[src/rtl/trap_cmp_pkg.sv]
package trap_cmp_pkg;
  localparam int unsigned XLEN     = 64;
  localparam int unsigned WORD_W   = 32;
  localparam int unsigned N_REL    = 5;
  localparam int unsigned CAUSE_W  = 4;
  localparam logic [CAUSE_W-1:0] TRAP_CAUSE = 4'h2;

  // bit order matches the condition mask: [4]slt [3]sgt [2]eq [1]ult [0]ugt
  typedef struct packed {
    logic lt_s;
    logic gt_s;
    logic eq;
    logic lt_u;
    logic gt_u;
  } rel_t;
endpackage

[src/rtl/trap_rel_cmp.sv]
module trap_rel_cmp
  import trap_cmp_pkg::*;
#(
  parameter int unsigned W = 64
) (
  input  logic         clk_i,
  input  logic         rst_ni,
  input  logic [W-1:0] a_i,
  input  logic [W-1:0] b_i,
  output rel_t         rel_o
);
  logic eq, lt_u, lt_s;

  assign eq   = (a_i == b_i);
  assign lt_u = (a_i < b_i);
  assign lt_s = ($signed(a_i) < $signed(b_i));

  always_comb begin
    rel_o.eq   = eq;
    rel_o.lt_u = lt_u;
    rel_o.gt_u = !lt_u && !eq;
    rel_o.lt_s = lt_s;
    rel_o.gt_s = !lt_s && !eq;
  end

  assert_signed_exclusive_R8: assert property (@(posedge clk_i) disable iff (!rst_ni)
    $countones({rel_o.lt_s, rel_o.gt_s, rel_o.eq}) == 1);
  assert_unsigned_exclusive_R3: assert property (@(posedge clk_i) disable iff (!rst_ni)
    $countones({rel_o.lt_u, rel_o.gt_u, rel_o.eq}) == 1);
endmodule

[src/rtl/trap_cond_sel.sv]
module trap_cond_sel
  import trap_cmp_pkg::*;
(
  input  logic [N_REL-1:0] mask_i,
  input  rel_t             rel_i,
  output logic [N_REL-1:0] hit_o,
  output logic             fire_o
);
  logic [N_REL-1:0] rel_vec;
  assign rel_vec = rel_i;

  for (genvar i = 0; i < N_REL; i++) begin : g_hit
    assign hit_o[i] = mask_i[i] & rel_vec[i];
  end

  assign fire_o = |(mask_i & rel_vec);
endmodule

[src/rtl/trap_compare_unit.sv]
module trap_compare_unit
  import trap_cmp_pkg::*;
(
  input  logic                clk_i,
  input  logic                rst_ni,
  input  logic                valid_i,
  input  logic                dword_i,
  input  logic [N_REL-1:0]    mask_i,
  input  logic [XLEN-1:0]     opa_i,
  input  logic [XLEN-1:0]     opb_i,
  output logic                trap_o,
  output logic [N_REL-1:0]    hit_o,
  output logic [CAUSE_W-1:0]  cause_o
);
  localparam int unsigned N_WIDTHS = 2;
  localparam int unsigned W_IDX    = 0;
  localparam int unsigned D_IDX    = 1;

  rel_t rel_w [N_WIDTHS];
  rel_t rel_sel;

  // one compare slice per supported width
  for (genvar g = 0; g < N_WIDTHS; g++) begin : g_slice
    localparam int unsigned SW = (g == D_IDX) ? XLEN : WORD_W;
    trap_rel_cmp #(.W(SW)) u_cmp (
      .clk_i (clk_i),
      .rst_ni(rst_ni),
      .a_i   (opa_i[SW-1:0]),
      .b_i   (opb_i[SW-1:0]),
      .rel_o (rel_w[g])
    );
  end

  assign rel_sel = dword_i ? rel_w[D_IDX] : rel_w[W_IDX];

  logic [N_REL-1:0] hit_d;
  logic             fire_d;

  trap_cond_sel u_sel (
    .mask_i(mask_i),
    .rel_i (rel_sel),
    .hit_o (hit_d),
    .fire_o(fire_d)
  );

  always_ff @(posedge clk_i or negedge rst_ni) begin
    if (!rst_ni) begin
      trap_o  <= 1'b0;
      hit_o   <= '0;
      cause_o <= '0;
    end else begin
      trap_o  <= valid_i & fire_d;
      hit_o   <= valid_i ? hit_d : '0;
      cause_o <= (valid_i & fire_d) ? TRAP_CAUSE : '0;
    end
  end

  assert_no_trap_idle_R9: assert property (@(posedge clk_i) disable iff (!rst_ni)
    !valid_i |=> (!trap_o && hit_o == '0 && cause_o == '0));
  assert_zero_mask_R7: assert property (@(posedge clk_i) disable iff (!rst_ni)
    (valid_i && mask_i == '0) |=> !trap_o);
  assert_full_mask_R8: assert property (@(posedge clk_i) disable iff (!rst_ni)
    (valid_i && mask_i == '1) |=> trap_o);
  assert_trap_hit_agree_R4: assert property (@(posedge clk_i) disable iff (!rst_ni)
    trap_o == (hit_o != '0));
  assert_cause_code_R10: assert property (@(posedge clk_i) disable iff (!rst_ni)
    cause_o == (trap_o ? TRAP_CAUSE : '0));
  assert_hit_in_mask_R4: assert property (@(posedge clk_i) disable iff (!rst_ni)
    valid_i |=> ((hit_o & ~$past(mask_i)) == '0));
endmodule

[config.mk]
export PLATFORM = sky130hd
export DESIGN_NAME = trap_compare_unit
export DESIGN_NICKNAME = d
export VERILOG_FILES = /design/src/rtl/trap_cmp_pkg.sv /design/src/rtl/trap_rel_cmp.sv /design/src/rtl/trap_cond_sel.sv /design/src/rtl/trap_compare_unit.sv
export SDC_FILE = /design/constraint.sdc
export NUM_CORES = 1
export LEC_CHECK = 0
export BUFFER_PORTS_ARGS = -buffer_cell sky130_fd_sc_hd__clkbuf_2
export CAP_MARGIN = 20
export CELL_PAD_IN_SITES_DETAIL_PLACEMENT = 2
export CELL_PAD_IN_SITES_GLOBAL_PLACEMENT = 2
export CORE_ASPECT_RATIO = 0.8
export CORE_MARGIN = 2
export CORE_UTILIZATION = 18
export DETAILED_ROUTE_END_ITERATION = 7
export PLACE_DENSITY_LB_ADDON = 0.1
export SYNTH_ARGS = -nofsm -noshare
export SYNTH_HDL_FRONTEND = slang
export SYNTH_SLANG_ARGS = --single-unit
[constraint.sdc]
create_clock -name clk_i -period 0.8 [get_ports clk_i]
set_input_delay 0.04 -clock clk_i [delete_from_list [all_inputs] [get_ports clk_i]]
set_output_delay 0.04 -clock clk_i [all_outputs]
set_load 0.01 [all_outputs]
---- Word-level counts from Yosys, hierarchy flattened ----
Index checks and enable logic that the tools add are counted.
word-level totals
  register bits ........................... 10
  bits of input ports ..................... 137
  logic and storage cells ................. 30
cells by class
  magnitude comparators ................... 4
  equal/unequal tests ..................... 2
  muxes and demuxes ....................... 3
  bitwise operators ....................... 7
  reductions and logical operators ........ 11
operator list
  operator           number
  $lt 64x64->1       2
  $eq 64x64->1       1
  $lt 32x32->1       2
  $eq 32x32->1       1
  $mux 5             2
  $and 1x1->1        6
  $logic_not 1->1    6
  $and 5x5->5        1
  $reduce_or 5->1    1
  $logic_and 1x1->1  4
  $mux 2             1

---- Logic depth before layout (Yosys ltp) ----
Gate-level depths: netlist of the first run.
  word-level depth ........................ 8
  depth in mapped cells ................... 10
  depth with buffers taken out ............ 10

---- By module ----
Synthesis of the first run repeated with hierarchy kept, for this count alone.
second synthesis, totals
  cell total of the unflattened synthesis .. 390
  area, all modules ....................... 2945.3 um^2
modules (own cells, without submodules)
  module                           times used  cells an instance  area each (um^2)  sequential area each (um^2)
  trap_rel_cmp (g_slice[1].u_cmp)  1           239                1735.4            0.0
  trap_rel_cmp (g_slice[0].u_cmp)  1           122                882.1             0.0
  trap_compare_unit                1           22                 277.8             150.1
  trap_cond_sel                    1           7                  50.0              0.0

---- Least setup slack after synthesis of the first run ----
No wires, ideal clock.
  path type ............................... input to register
  start ................................... in opb_i[14]
  end ..................................... reg cause_o[1]
  library setup time ...................... 90 ps
  data arrival time ....................... 2107 ps
  slack ................................... -1396 ps
  stages on the path ...................... 10
  cells stage by stage .................... inv_1 ha_1 a21oi_2 nand2_1 a221o_1 o31a_1 or3_4 a2111oi_4 nor3b_2 o2111ai_1
on the way
  word-level cells in the longest chain between the ends .. 8
  elaborated cells between the ends (all ways) .. 21
ends and longest elaborated chain
  what                                         line                                    RTL
  start: declaration                           trap_compare_unit.sv:10                 input logic [XLEN-1:0] opb_i,
  $lt 64x64->1 (tied with other cells)         trap_rel_cmp.sv:15                      assign lt_u = (a_i < b_i);
  $logic_not 1->1, on equally long branches    trap_rel_cmp.sv:21, trap_rel_cmp.sv:23
  $logic_and 1x1->1, on equally long branches  trap_rel_cmp.sv:21, trap_rel_cmp.sv:23
  $mux 5 (*)                                   trap_compare_unit.sv:34                 assign rel_sel = dword_i ? rel_w[D_IDX] : rel_w[W_IDX];
  $and 5x5->5 (*)                              trap_cond_sel.sv:16                     assign fire_o = |(mask_i & rel_vec);
  $reduce_or 5->1 (*)                          trap_cond_sel.sv:16
  $and 1x1->1 (*)                              trap_compare_unit.sv:54                 cause_o <= (valid_i & fire_d) ? TRAP_CAUSE : '0;
  $mux 2 (*)                                   trap_compare_unit.sv:54
  end signal: assignment                       trap_compare_unit.sv:54
  end: declaration                             trap_compare_unit.sv:13                 output logic [CAUSE_W-1:0] cause_o
Every way passes the cells marked *; elsewhere a longest branch is shown, timed or not.

---- Worst setup path in the final report of the first run ----
  start ................................... in opb_i[7]
  end ..................................... reg cause_o[1]
The elaborated chain is that of the path after synthesis.

==> impl_metrics.tcl, run 1 <==
set metrics [dict create \
    setup_slack_ns -1.30 \
    synth.area.top_cells "ha_1, inv_1, dfrtp_1, a21oi_1, nand4_1" \
    final_net_count 645 \
    crit_path_start_kind "input pin" \
    synth_cell_types 39 \
    status "finished, violations left" \
    rows 34 \
    root_buffer "clkbuf_16" \
    arrival_ns 2.24 \
    diodes 0 \
    power_density_nw_per_um2 776 \
    area_growth_pct 97.4 \
    num_vias 2507 \
    cts_max_path_buffers 2 \
    fin_crit_sh_pct 262 \
    drt_iter0_drc 28 \
    grt_max_degree 7 \
    synth_warnings 0 \
    max_freq_mhz 477 \
    cp_data_required_time_ns 0.94 \
    cts_num_sinks 6 \
    grt.overflow.total 0 \
    place_area_um2 3430 \
    start_util_pct 18.4 \
    p_leak_nw 2.06 \
    nFillCells 1244 \
    tritoncts "yes" \
    die_w_um 122 \
    wl_per_cell_um 13.3 \
    yosysTopAreaCellShare_pct 40.1 \
    drt_pass1_iterations 4 \
    gp_congestion 0.723 \
    htreeDepth 1 \
    rsz0062_at_grt "yes" \
    hold_class "in2reg" \
    maxCapViolations 0 \
    place_ws_ns -1.70 \
    violations "setup timing" \
    ir_drop_uv 549 \
    clk_pin_slew_ns 0.04 \
    dp_hpwl_um 7190 \
    syn_area_um2 2000 \
    core_um2 10800 \
    num_io_pins 147 \
    antenna_found_initial 0 \
    die_area_um2 12000 \
    grtUsageTotal_pct 13.2 \
    setup_viol 6 \
    final_common_cell "clkbuf_2" \
    stdcell_area_um2 3940 \
    yosys.area.top_type "ha_1" \
    grt_pass1_vias 2860 \
    fp.dieH_um 98.2 \
    remaining_drc_errors 0 \
    power_mw 3.06 \
    drt-total-wl_um 7820 \
    slew_viol_final 0 \
    path_class "in2reg" \
    period_needed_ns 2.10 \
    final-hold-violation-count 0 \
    io_buffers 143 \
    yosysSeqAreaShare_pct 7.52 \
    cts_buffers 3 \
    detail-route-antenna-nets 0 \
    ys_ff_latch 6 \
    worst-path-max-fanout 5 \
    grt_pass1_wl_um 12900 \
    vias_per_cell 4.28 \
    post_synth.cell_area_avg_um2 7.48 \
    endpoint_kind "flip-flop" \
    drive_gt1_share_pct 61.3 \
    synth_cells 267 \
    final_cell_mix "clkbuf_2, inv_1, ha_4, ha_1, buf_4" \
]
per-stage QoR:
| stage | utilization [%] | setup TNS, ns | cells | hold slack [ns] |
|---|---|---|---|---|
| floorplan | - | -5.85 | 269 | -0.256 |
| global placement | 31.6 | -7.87 | 574 | -0.128 |
| detailed placement | 31.6 | -8.28 | 574 | -0.123 |
| CTS | 33.8 | -6.58 | 582 | 0.136 |
| global route | 36.3 | -7.25 | 586 | 0.164 |
| finish | 36.3 | -6.35 | 586 | 0.135 |
Yosys cell counts:
cell and number:
nand2_1 15, nor2_1 4, dfrtp_1 6, a221oi_1 3, nor2b_1 1, o41a_1 1
and3_1 3, o211ai_1 1, nor4_1 3, conb_1 1, o2111ai_1 1, nor3_1 3
nor4_2 1, a21boi_2 1, nor3b_2 1, a21oi_1 22, nand3_1 14, inv_1 71
a211oi_1 2, o211a_1 1, a21o_1 5, a2111oi_4 1, a2111oi_0 1, or3_4 1
o21ai_0 9, buf_4 4, and2_1 3, nand4_1 13, a21oi_2 1, o22ai_1 1
o31ai_1 2, o31a_1 1, a21boi_0 1, a221o_1 1, ha_1 64, xnor2_1 1
o32ai_1 1, o21bai_1 1, and4_1 1
final cells by class:
class                   instances  area (um2)  area share, %
multi-input cells             188        2170           55.0
repair buffers                174        1060           26.9
inverters                      71         307           7.78
well taps                     144         180           4.57
flip-flops and latches          6         150           3.81
clock buffers                   3        75.1           1.90
final timing paths:
kind	end	slack [ns]	start	depth (start not counted)
max	cause_o[1]	-1.30	opb_i[7]	11
min	hit_o[4]	0.14	mask_i[4]	3
max in group asynchronous	hit_o[4]	0.46	rst_ni	2
min in group asynchronous	hit_o[1]	0.18	rst_ni	2
cell families (layout without fill, tap and decap cells):
group,count (synthesis),after routing,share of synthesized area (%)
DFF,6,6,7.52
other,1,3,0.188
xor gates and xnor gates,1,1,0.439
and+or+nand+nor,63,63,17.3
buffers and inverters,75,248,14.8
AOI/OAI and AO/OA,57,57,19.6
adders and majority gates,64,64,40.1
state kept, by name, summed over array words and instances, names as in the netlist:
register and flops:
cause_o 1, hit_o 5
power breakdown:
| group | internal, mW | switching, mW | leakage (nW) | total, mW |
|---|---|---|---|---|
| combinational | 1.01 | 0.871 | 1.95 | 1.88 |
| clock | 0.644 | 0.194 | 0.0370 | 0.838 |
| sequential | 0.329 | 0.0106 | 0.0800 | 0.340 |
metal layers:
layer	vias to the layer above	wire length [um]	track usage [%]
li1	1282	-	-
met3	4	397	2.04
met5	-	0	0
met4	0	55	1.86
met2	75	4070	24.0
met1	1146	3290	16.6
timing repair:
item / in CTS / in global routing
resized for setup: 21 / 54
hold buffers: 1 / 0
hold endpoints to repair: 6 / 0
pin swaps: 17 / 23
setup buffers: 5 / 6
endpoints found under the setup margin: 8 / 8
critical path, stage by stage:
cell and delay (ns):
clkbuf_2 0.09, inv_2 0.04, ha_4 0.25, a21oi_4 0.13
o21ai_2 0.07, a221o_1 0.31, o31a_1 0.31, or3_4 0.43
a2111oi_4 0.37, nor3b_2 0.10, o2111ai_1 0.10
(Power assumes the default switching activity.)
==> run 2: changes to the inputs <==
--- a/config.mk
+++ b/config.mk
@@ -5,6 +5,7 @@
 export SDC_FILE = /design/constraint.sdc
 export NUM_CORES = 1
 export LEC_CHECK = 0
+export ABC_CLOCK_PERIOD_IN_PS = 800
 export BUFFER_PORTS_ARGS = -buffer_cell sky130_fd_sc_hd__clkbuf_2
 export CAP_MARGIN = 20
 export CELL_PAD_IN_SITES_DETAIL_PLACEMENT = 2
@@ -12,6 +13,7 @@
 export CORE_ASPECT_RATIO = 0.8
 export CORE_MARGIN = 2
 export CORE_UTILIZATION = 18
+export CTS_CLUSTER_SIZE = 40
 export DETAILED_ROUTE_END_ITERATION = 7
 export PLACE_DENSITY_LB_ADDON = 0.1
 export SYNTH_ARGS = -nofsm -noshare
==> constraint.sdc (replaced) <==
create_clock -name clk_i -period 0.8 [get_ports clk_i]
set_input_delay 0.08 -clock clk_i [delete_from_list [all_inputs] [get_ports clk_i]]
set_output_delay 0.08 -clock clk_i [all_outputs]
set_load 0.01 [all_outputs]
==> impl_metrics.tcl, run 2 (synthesis gave the netlist of run 1 again) <==
set metrics [dict create \
    status "finished, violations left" \
    violations "setup timing" \
    wl_per_cell_um 13.5 \
    remaining_drc_errors 0 \
    cts_max_path_buffers 2 \
    p_int_mw 1.94 \
    hold_start "mask_i[4]" \
    core_um2 10800 \
    period_needed_ns 2.14 \
    p_leak_nw 2.02 \
    crit_path_start_kind "input pin" \
    io_buffers 143 \
    detail-route-antenna-nets 0 \
    drt-total-wl_um 7880 \
    final_cell_mix "clkbuf_2, inv_1, ha_4, ha_1, buf_4" \
    num_io_pins 147 \
    ir_drop_uv 478 \
    cts_buffers 3 \
    maxCapViolations 0 \
    combPwrFrac_pct 61.0 \
    final_net_count 641 \
    cts_num_sinks 6 \
    die_w_um 122 \
    rows 34 \
    min_to "hit_o[4]" \
    tritoncts "yes" \
    htreeDepth 1 \
    cp_data_required_time_ns 0.94 \
    num_vias 2533 \
    grtUsageTotal_pct 13.5 \
    nFillCells 1246 \
    dp.cells 574 \
    place_ws_ns -1.70 \
    hold_class "in2reg" \
    area_growth_pct 94.1 \
    slew_viol_final 0 \
    drt_iter0_drc 28 \
    diodes 0 \
    p_sw_share_pct 35.0 \
    fp.dieH_um 98.2 \
    grt.overflow.total 0 \
    dp_hpwl_um 7160 \
    die_area_um2 12000 \
    vias_per_cell 4.35 \
    grt_pass1_vias 2870 \
    worst-path-max-fanout 5 \
    top_register "hit_o" \
    clkPwrFrac_pct 27.5 \
    grt_pass1_wl_um 13200 \
    largest_reg_flops 5 \
    switching_power_mw 1.04 \
    instances_no_fill 582 \
    rsz0062_at_grt "yes" \
    power_density_nw_per_um2 769 \
    final_common_cell "clkbuf_2" \
    setup_viol 8 \
    start_util_pct 18.4 \
    arrival_ns 2.28 \
    root_buffer "clkbuf_16" \
    path_class "in2reg" \
    final-hold-violation-count 0 \
    grt_max_degree 7 \
    endpoint_kind "flip-flop" \
    clk_pin_slew_ns 0.04 \
    gp_congestion 0.723 \
    hold_depth 3 \
    reg.largest.list "hit_o (5), cause_o (1)" \
    drt_pass1_iterations 4 \
    max_freq_mhz 467 \
    antenna_found_initial 0 \
    seqPwrFrac_pct 11.4 \
    fin_crit_sh_pct 268 \
    setup_slack_ns -1.34 \
    drive_gt1_share_pct 61.2 \
]
-- run 2: cell types whose count changed in the layout (fill, tap and decap cells not counted), sizes merged --
cell	before	now
inv	70	71
buf	43	38
clkinv	1	0
clkbuf	133	134
-- run 2: power by group through the flow --
stage / clock [mW] / sequential, mW / combinational (mW)
3_5_place_dp: 0 / 0.345 / 1.64
6_report: 0.821 / 0.341 / 1.82
4_1_cts: 0.840 / 0.343 / 1.76
5_1_grt: 0.868 / 0.343 / 2.08
2_1_floorplan: 0 / 0.354 / 0.833
3_3_place_gp: 0 / 0.345 / 1.57
-- run 2: routing by layer --
layer	part of all wire [%]	global-route usage [%]	vias up
met1	42	16.7	1179
met4	0.56	1.86	0
met2	53	25.5	75
li1	-	-	1274
met5	0	0	-
met3	4.7	1.52	5
-- run 2: final cells by class --
class                           count  area [um2]  share of cell area, %
Multi-Input combinational cell    188        2160                   55.8
Timing Repair Buffer              170        1000                   25.9
Inverter                           71         307                   7.91
Tap cell                          144         180                   4.65
Sequential cell                     6         150                   3.87
Clock buffer                        3        75.1                   1.94
-- run 2: what timing repair did --
item / in CTS / in global routing
endpoints found under the setup margin: 11 / 12
endpoints found under the hold margin: 6 / 0
gates resized for setup: 29 / 37
setup buffers: 6 / 3
hold buffers: 1 / 0
pin swaps: 18 / 21
-- run 2: how the worst max path moves through the flow --
stage	start	end	slack, ns
2_1_floorplan	opa_i[14]	cause_o[1]	-1.25
3_3_place_gp	opb_i[41]	cause_o[1]	-1.54
3_5_place_dp	opb_i[18]	cause_o[1]	-1.70
4_1_cts	opb_i[7]	cause_o[1]	-1.38
5_1_grt	opb_i[10]	cause_o[1]	-1.51
6_report	opb_i[15]	cause_o[1]	-1.34
-- run 2: metrics by stage --
stage	hold slack (ns)	utilization, %	total power, mW	setup TNS (ns)	instance area (um2)
2_1_floorplan	-0.216	-	1.19	-6.09	2400
3_3_place_gp	-0.0884	31.6	1.92	-8.11	3430
3_5_place_dp	-0.0827	31.6	1.99	-8.48	3430
4_1_cts	0.167	34.2	2.95	-7.02	3710
5_1_grt	0.207	35.7	3.29	-7.61	3880
6_report	0.156	35.7	2.98	-6.66	3880
-- run 2: critical path: stages --
cell	delay, ns
clkbuf_2	0.12
inv_6	0.03
ha_4	0.23
nand4_1	0.12
buf_4	0.15
nor4_4	0.04
a21boi_2	0.15
o31a_1	0.37
or3_4	0.41
a2111oi_4	0.37
nor3b_2	0.10
o2111ai_1	0.09
==> run 3: changes to the inputs <==
--- a/config.mk
+++ b/config.mk
@@ -16,6 +16,8 @@
 export CTS_CLUSTER_SIZE = 40
 export DETAILED_ROUTE_END_ITERATION = 7
 export PLACE_DENSITY_LB_ADDON = 0.1
+export SKIP_CTS_REPAIR_TIMING = 1
+export SLEW_MARGIN = 15
 export SYNTH_ARGS = -nofsm -noshare
 export SYNTH_HDL_FRONTEND = slang
 export SYNTH_SLANG_ARGS = --single-unit
==> impl_metrics.tcl, run 3 (synthesis gave the netlist of run 1 again) <==
set metrics [dict create \
    tritoncts "yes" \
    largest_reg_flops 5 \
    dp_hpwl_um 7160 \
    rows 34 \
    ir_drop_uv 492 \
    grt_max_degree 7 \
    gp_congestion 0.723 \
    hold_depth 3 \
    endpoint_kind "flip-flop" \
    final_net_count 640 \
    cp_data_required_time_ns 0.94 \
    setup_viol 8 \
    detail-route-antenna-nets 0 \
    wl_per_cell_um 13.3 \
    setup_slack_ns -1.37 \
    die_area_um2 12000 \
    vias_per_cell 4.31 \
    maxCapViolations 0 \
    fin_util_pct 35.3 \
    drt_pass1_iterations 4 \
    final_common_cell "clkbuf_2" \
    hold_class "in2reg" \
    dp.cells 574 \
    nFillCells 1254 \
    num_io_pins 147 \
    area_growth_pct 91.8 \
    power_mw 2.93 \
    min_to "hit_o[4]" \
    top_register "hit_o" \
    drive_gt1_share_pct 59.0 \
    final_cell_mix "clkbuf_2, inv_1, ha_4, ha_1, buf_4" \
    place_ws_ns -1.70 \
    violations "setup timing" \
    reg.largest.list "hit_o (5), cause_o (1)" \
    grt_pass1_vias 2812 \
    start_util_pct 18.4 \
    clk_pin_slew_ns 0.03 \
    fin_crit_sh_pct 271 \
    stdcell_area_um2 3830 \
    grt.overflow.total 0 \
    rsz0062_at_grt "yes" \
    die_w_um 122 \
    num_vias 2503 \
    grtUsageTotal_pct 13.0 \
    path_class "in2reg" \
    p_leak_nw 2.00 \
    worst-path-max-fanout 4 \
    fp.dieH_um 98.2 \
    tns_ns -6.71 \
    power_density_nw_per_um2 764 \
    io_buffers 143 \
    arrival_ns 2.31 \
    status "finished, violations left" \
    drt_iter0_drc 21 \
    regArea_um2 150 \
    core_um2 10800 \
    period_needed_ns 2.17 \
    diodes 0 \
    drt-total-wl_um 7720 \
    max_freq_mhz 460 \
    antenna_found_initial 0 \
    cts_num_sinks 6 \
    htreeDepth 1 \
    grt_pass1_wl_um 12800 \
    root_buffer "clkbuf_16" \
    instances_no_fill 581 \
    crit_path_start_kind "input pin" \
    hold_start "mask_i[4]" \
    whs_ns 0.163 \
    cts_max_path_buffers 2 \
    slew_viol_final 0 \
    place_area_um2 3430 \
    final-hold-violation-count 0 \
    multi_input_area_um2 2130 \
    remaining_drc_errors 0 \
    cts_buffers 3 \
]
-- run 3: cell types whose count changed in the layout (fill, tap and decap cells not counted), sizes merged --
cell,change
buf,+2
clkbuf,-3
-- run 3: area by class of cell --
cell class	count	area share [%]
flip-flops and latches	6	3.92
well taps	144	4.70
inverters	71	8.07
multi-input cells	188	55.5
clock buffers	3	1.96
repair buffers	169	25.8
-- run 3: worst max path at each step --
stage	startpoint	end	slack [ns]	cells past startpoint
final	opb_i[12]	cause_o[1]	-1.37	11
after global routing	opa_i[14]	cause_o[1]	-1.48	11
after CTS	opb_i[18]	cause_o[1]	-1.45	12
after detailed placement	opb_i[18]	cause_o[1]	-1.70	12
after global placement	opb_i[41]	cause_o[1]	-1.54	12
after floorplan	opa_i[14]	cause_o[1]	-1.25	9
-- run 3: worst max-delay path: stages --
cell	delay (ns)
clkbuf_2	0.11
inv_4	0.04
ha_4	0.22
nand4_1	0.15
nor2_1	0.07
a221o_1	0.30
o31a_1	0.36
or3_4	0.40
a2111oi_4	0.38
nor3b_2	0.10
o2111ai_1	0.09
-- run 3: power breakdown --
part / total, mW / internal (mW) / leakage, nW / switching, mW
Combinational: 1.77 / 0.945 / 1.89 / 0.827
Sequential: 0.341 / 0.329 / 0.0800 / 0.0119
Clock: 0.814 / 0.642 / 0.0370 / 0.172
Total: 2.93 / 1.92 / 2.00 / 1.01
-- run 3: metal layers --
| layer | part of all wire, % | track usage (%) |
|---|---|---|
| met4 | 0.56 | 1.86 |
| met5 | 0 | 0 |
| met1 | 43 | 16.5 |
| met2 | 51 | 23.7 |
| met3 | 4.7 | 1.52 |
